`src/rtl/ilas_chk_pkg.sv`:
```
package ilas_chk_pkg;
    localparam logic [7:0] K_SYNC  = 8'hBC;
    localparam logic [7:0] K_ALIGN = 8'h7C;
    localparam logic [7:0] K_START = 8'h1C;
    localparam logic [7:0] K_CFG   = 8'h9C;

    localparam int CFG_FIRST  = 2;
    localparam int CFG_OCTETS = 14;

    typedef enum logic [2:0] {
        ST_HUNT,
        ST_ILAS,
        ST_ARM,
        ST_DATA,
        ST_FAIL
    } ctl_state_e;
endpackage

```
`src/rtl/ilas_cfg_check.sv`:
```
module ilas_cfg_check
    import ilas_chk_pkg::*;
#(
    parameter int OCT_W  = 6,
    parameter int MF_W   = 4,
    parameter int BID_W  = 4,
    parameter int LID_W  = 5,
    parameter int LCNT_W = 5
) (
    input  logic              clk,
    input  logic              rst_n,
    input  logic              clr,
    input  logic              adv,
    input  logic [OCT_W-1:0]  oct_idx,
    input  logic [MF_W-1:0]   mf_idx,
    input  logic [7:0]        rx_octet,
    input  logic [7:0]        cfg_dev_id,
    input  logic [BID_W-1:0]  cfg_bank_id,
    input  logic [LID_W-1:0]  cfg_lane_id,
    input  logic [LCNT_W-1:0] cfg_lanes_m1,
    output logic              cfg_mismatch,
    output logic              csum_good
);
    localparam logic [OCT_W-1:0] P_LO   = OCT_W'(CFG_FIRST);
    localparam logic [OCT_W-1:0] P_HI   = OCT_W'(CFG_FIRST + CFG_OCTETS);
    localparam logic [OCT_W-1:0] P_CSUM = OCT_W'(CFG_OCTETS - 1);

    typedef struct packed {
        logic [7:0] sum;
        logic       miss;
        logic       mism;
        logic       csok;
    } cfg_t;

    cfg_t             cfg_d, cfg_q;
    logic             in_cfg;
    logic [OCT_W-1:0] p_idx;
    logic [7:0]       want;
    logic             check_it;

    always_comb begin
        in_cfg   = adv && (mf_idx == MF_W'(1)) && (oct_idx >= P_LO) && (oct_idx < P_HI);
        p_idx    = oct_idx - P_LO;
        want     = rx_octet;
        check_it = 1'b1;
        if (p_idx == OCT_W'(0))      want = cfg_dev_id;
        else if (p_idx == OCT_W'(1)) want = 8'(cfg_bank_id);
        else if (p_idx == OCT_W'(2)) want = 8'(cfg_lane_id);
        else if (p_idx == OCT_W'(3)) want = 8'(cfg_lanes_m1);
        else                         check_it = 1'b0;

        cfg_d = cfg_q;
        if (clr) begin
            cfg_d = '0;
        end else if (in_cfg) begin
            if (p_idx == P_CSUM) begin
                cfg_d.mism = cfg_q.miss;
                cfg_d.csok = (cfg_q.sum == rx_octet);
            end else begin
                cfg_d.sum = cfg_q.sum + rx_octet;
                if (check_it && (want != rx_octet)) cfg_d.miss = 1'b1;
            end
        end
    end

    always_ff @(posedge clk or negedge rst_n) begin
        if (!rst_n) cfg_q <= '0;
        else        cfg_q <= cfg_d;
    end

    assign cfg_mismatch = cfg_q.mism;
    assign csum_good    = cfg_q.csok;
endmodule

```
`config.mk`:
```
export PLATFORM = sky130hd
export DESIGN_NAME = ilas_cfg_check
export DESIGN_NICKNAME = d
export VERILOG_FILES = /design/src/rtl/ilas_chk_pkg.sv /design/src/rtl/ilas_cfg_check.sv
export SDC_FILE = /design/constraint.sdc
export NUM_CORES = 1
export LEC_CHECK = 0
export ABC_AREA = 1
export BUFFER_PORTS_ARGS = -buffer_cell sky130_fd_sc_hd__buf_2
export CORE_AREA = 2 2 64 72
export DETAILED_ROUTE_END_ITERATION = 8
export DIE_AREA = 0 0 66 74
export PLACE_DENSITY = 0.64
export SYNTH_ARGS = -nofsm -noshare
export SYNTH_HDL_FRONTEND = slang
export SYNTH_SLANG_ARGS = --single-unit
```
`constraint.sdc`:
```
create_clock -name clk -period 2.97 [get_ports clk]
set_clock_uncertainty 0.15 [all_clocks]
set_input_delay 0.297 -clock clk [delete_from_list [all_inputs] [get_ports clk]]
set_output_delay 0.297 -clock clk [all_outputs]
set_load 0.01 [all_outputs]
```
==> flow_results.xml <==
<?xml version="1.0" encoding="UTF-8"?>
<metrics>
  <group name="run_status">
    <metric name="status" unit="">completed</metric>
  </group>
  <group name="cts">
    <metric name="cts.reportedPaths.clkPinSlew" unit="ns">0.05</metric>
    <metric name="ctsLongestPathBuffers" unit="">2</metric>
    <metric name="cts_tree" unit="">yes</metric>
    <metric name="number_of_clock_buffers_inserted_by_tritoncts" unit="">3</metric>
    <metric name="cts.repair_timing.setup_buffer_count" unit="">0</metric>
    <metric name="clock_sink_count" unit="">11</metric>
    <metric name="cts_resized" unit="">0</metric>
    <metric name="worst_skew_pair.late_latency" unit="ns">0.24</metric>
    <metric name="ctsHoldBuffers" unit="">1</metric>
    <metric name="buffer_type_at_the_clock_tree_root" unit="">sky130_fd_sc_hd__clkbuf_8</metric>
    <metric name="htree_levels" unit="">1</metric>
  </group>
  <group name="timing">
    <metric name="max-slew-margin-rel" unit="">0.743</metric>
    <metric name="setup_viol_count_final" unit="">0</metric>
    <metric name="max_freq" unit="MHz">446</metric>
    <metric name="final_hold_violation_count" unit="">0</metric>
    <metric name="count_of_pins_over_their_slew_limit" unit="">0</metric>
    <metric name="grt_setup_unrepaired" unit="">false</metric>
    <metric name="finalCritPeriodShare" unit="">0.754</metric>
    <metric name="finalWorstPathRequiredPeriod" unit="ns">2.24</metric>
    <metric name="worst_tran_pin_value" unit="ns">0.384</metric>
    <metric name="timing.setup.tns" unit="ns">0</metric>
    <metric name="setup_ws" unit="ns">0.730</metric>
  </group>
  <group name="setup_path">
    <metric name="critical-path-max-stage-delay" unit="ns">0.26</metric>
    <metric name="critical-path-slowest-cell" unit="">sky130_fd_sc_hd__nor2_4</metric>
    <metric name="crit_fanout" unit="">12</metric>
    <metric name="path_cells" unit="">buf_2, inv_2, ha_1, inv_2, nand2_1, nand3_4, inv_2, nand3_1, nor2_4, nand2_1, nand2_1, nand2_1, o21bai_1, inv_1, nor2_1, nand3_1, nand2_1, a21oi_2</metric>
    <metric name="critical-path-top-cell-by-count" unit="">sky130_fd_sc_hd__nand2_1</metric>
    <metric name="critical_path_required" unit="ns">2.96</metric>
    <metric name="worst-setup-path-type" unit="">primary input to register</metric>
    <metric name="crit_arrival" unit="ns">2.23</metric>
    <metric name="crit_path_start_kind" unit="">primary input</metric>
    <metric name="crit_path_end_kind" unit="">register</metric>
  </group>
  <group name="cells_and_area">
    <metric name="fin_area" unit="sq um">1740</metric>
    <metric name="num-nets-final" unit="">333</metric>
    <metric name="antenna_cell_count" unit="">0</metric>
    <metric name="flow.area_growth_from_synthesis" unit="%">24.0</metric>
    <metric name="fillCellCount" unit="">470</metric>
    <metric name="drive_gt1_frac" unit="">0.234</metric>
  </group>
  <group name="detailed_routing">
    <metric name="routed-via-count" unit="">1544</metric>
    <metric name="detail_route.iter0.violations" unit="">72</metric>
    <metric name="drt_first_pass_iters" unit="">4</metric>
    <metric name="detail_route.wirelength" unit="mm">3.56</metric>
    <metric name="post_detailed_route_count_of_antenna_violating_nets" unit="">0</metric>
    <metric name="routed_wire_length_per_instance" unit="microns">10.7</metric>
    <metric name="detail_route.vias_per_cell" unit="">4.65</metric>
    <metric name="drt_drc_violations_left" unit="">0</metric>
  </group>
  <group name="die">
    <metric name="fp.dieW" unit="microns">66</metric>
    <metric name="chipHeight" unit="microns">74</metric>
    <metric name="initial_cell_density_of_the_core" unit="">0.334</metric>
    <metric name="die_area" unit="sq um">4880</metric>
    <metric name="ios" unit="">46</metric>
    <metric name="coreArea" unit="sq um">4190</metric>
    <metric name="fp-row-count" unit="">25</metric>
  </group>
  <group name="logic_synthesis">
    <metric name="synth.lib_cells_used.distinct" unit="">26</metric>
    <metric name="synth_edf_count" unit="">0</metric>
    <metric name="post_synthesis_area_per_instance" unit="sq um">6.11</metric>
    <metric name="post-synth-top-area-fraction" unit="">0.197</metric>
    <metric name="synth.top_cells.by_count" unit="">sky130_fd_sc_hd__nand2_1, sky130_fd_sc_hd__nand3_1, sky130_fd_sc_hd__nor2_1</metric>
    <metric name="synth_top_family_by_area" unit="">simple AND/OR/NAND/NOR gates</metric>
    <metric name="synth_xor_area_frac" unit="">0.0375</metric>
    <metric name="share_of_synthesized_cell_area_in_and_or_nand_and_nor_gates" unit="">0.496</metric>
    <metric name="yosysWarningCount" unit="">0</metric>
    <metric name="synthMostInstantiatedCell" unit="">sky130_fd_sc_hd__nand2_1</metric>
    <metric name="synth_async_sr_flop_share" unit="">1.00</metric>
    <metric name="synth-compound-area-share" unit="">0.0867</metric>
    <metric name="netlist_area" unit="sq um">1400</metric>
    <metric name="seq_area_frac_synth" unit="">0.197</metric>
    <metric name="synth-main-ff-cell" unit="">sky130_fd_sc_hd__dfrtp_1</metric>
    <metric name="syn-num-nets" unit="">283</metric>
    <metric name="postSynthRegisterBits" unit="">11</metric>
    <metric name="synth-adder-area-share" unit="">0.0947</metric>
    <metric name="synth.top_cells.by_area" unit="">sky130_fd_sc_hd__dfrtp_1, sky130_fd_sc_hd__nand2_1, sky130_fd_sc_hd__nand3_1</metric>
    <metric name="synthCells" unit="">229</metric>
    <metric name="netlist.top_cell.by_area" unit="">sky130_fd_sc_hd__dfrtp_1</metric>
    <metric name="muxShareOfSynthArea" unit="">0</metric>
  </group>
  <group name="placed_design">
    <metric name="dp_hpwl" unit="mm">2.95</metric>
    <metric name="gpl.final_weighted_congestion" unit="">0.808</metric>
    <metric name="numPortBuffers" unit="">45</metric>
    <metric name="dpl_worst_slack" unit="ns">0.463</metric>
    <metric name="post_dp_cell_area" unit="sq um">1680</metric>
  </group>
  <group name="hold_path">
    <metric name="hold_path.class" unit="">primary input to register</metric>
  </group>
  <group name="grt">
    <metric name="grt_pass1_wl" unit="mm">5.92</metric>
    <metric name="globalRoute.totalOverflow" unit="">0</metric>
    <metric name="grt_pass1_vias" unit="">1426</metric>
    <metric name="antenna_found_initial" unit="">0</metric>
    <metric name="gr-usage-all-layers" unit="">0.155</metric>
    <metric name="grt_start_max_net_pins" unit="">13</metric>
  </group>
  <group name="power_and_ir_drop">
    <metric name="power.static_leakage" unit="nW">0.993</metric>
    <metric name="maximum_vdd_ir_drop" unit="uV">188</metric>
    <metric name="total_power_density_per_cell_area" unit="nW/um^2">254</metric>
  </group>
  <group name="flow_run">
    <metric name="maxCapViolations" unit="">0</metric>
  </group>
</metrics>
logic make-up after synthesis:
family | Yosys count
xor gates and xnor gates | 6
adders and majority gates | 10
buffers and inverters | 31
AOI/OAI and AO/OA | 21
DFF | 11
and+or+nand+nor | 150
final cells by class:
| class | instances | area [sq um] | share of cell area |
|---|---|---|---|
| Tap cell | 54 | 67.6 | 0.0389 |
| Multi-Input combinational cell | 187 | 1000 | 0.576 |
| Sequential cell | 11 | 275 | 0.159 |
| Timing Repair Buffer | 46 | 235 | 0.135 |
| Clock buffer | 4 | 45.0 | 0.0259 |
| Inverter | 30 | 113 | 0.0648 |
where the power goes:
group	internal (W)	switching [W]
sequential	0.000151	0.000000421
clock	0.0000946	0.0000606
combinational	0.0000543	0.0000809
critical path, delay by kind of cell:
| kind | cells | cell delay (ns) |
|---|---|---|
| AO/OA/AOI/OAI | 2 | 0.16 |
| AND/OR/NAND/NOR | 10 | 1.05 |
| buffers and inverters | 5 | 0.44 |
| adder cells (fa/ha/maj) | 1 | 0.25 |
path summary, 6_finish.rpt:
| kind | startpoint | end | slack, ns | cells after the start |
|---|---|---|---|---|
| min in group asynchronous | rst_n | cfg_q[10] | 0.30 | 2 |
| hold / removal | clr | cfg_q[2] | 0.13 | 2 |
| setup / recovery | oct_idx[1] | cfg_q[2] | 0.73 | 18 |
| hold reg to reg | cfg_q[3] | cfg_q[3] | 0.33 | 2 |
| max in group asynchronous | rst_n | cfg_q[3] | 2.16 | 2 |
| setup reg to reg | cfg_q[5] | cfg_q[10] | 0.82 | 10 |
cells in the final DEF (no fill, tap or decap), types with 2 or more instances in the layout:
master | netlist | final
sky130_fd_sc_hd__nand2_1 | 72 | 72
sky130_fd_sc_hd__buf_2 | 0 | 45
sky130_fd_sc_hd__nand3_1 | 30 | 30
sky130_fd_sc_hd__nor2_1 | 29 | 29
sky130_fd_sc_hd__inv_1 | 27 | 27
sky130_fd_sc_hd__dfrtp_1 | 11 | 11
sky130_fd_sc_hd__o21ai_0 | 9 | 9
sky130_fd_sc_hd__ha_1 | 9 | 9
sky130_fd_sc_hd__a21oi_1 | 6 | 6
sky130_fd_sc_hd__nand2_2 | 4 | 4
sky130_fd_sc_hd__xnor2_1 | 4 | 4
sky130_fd_sc_hd__inv_2 | 3 | 3
sky130_fd_sc_hd__nor2_4 | 3 | 3
sky130_fd_sc_hd__clkbuf_8 | 0 | 3
sky130_fd_sc_hd__o31ai_1 | 2 | 2
sky130_fd_sc_hd__xor2_1 | 2 | 2
sky130_fd_sc_hd__nor4_1 | 2 | 2
sky130_fd_sc_hd__nor2_2 | 2 | 2
sky130_fd_sc_hd__nand3_4 | 2 | 2
sky130_fd_sc_hd__nand3_2 | 2 | 2
sky130_fd_sc_hd__o21bai_1 | 2 | 2
sky130_fd_sc_hd__nand3b_1 | 2 | 2
per-stage QoR:
step / hold slack (ns) / utilization / std cells / total power (W)
detailed placement: 0.0328 / 0.401 / 327 / 0.000289
floorplan: -0.149 / - / 229 / 0.000235
CTS: 0.123 / 0.414 / 332 / 0.000446
finish: 0.130 / 0.414 / 332 / 0.000442
global route: 0.145 / 0.414 / 332 / 0.000473
global placement: 0.0356 / 0.401 / 327 / 0.000288
layer usage:
metal  global-route usage  wire length [microns]  part of all wire
met1                0.191                   1630              0.46
met2                0.278                   1700              0.48
met3               0.0166                    182             0.051
met4               0.0567                     48             0.013
met5                    0                      0                 0
sequential cells by signal (all words and copies together), names as in the netlist:
register / flops
cfg_q: 9
cfg_mismatch: 1
csum_good: 1
(Power assumes the default switching activity.)
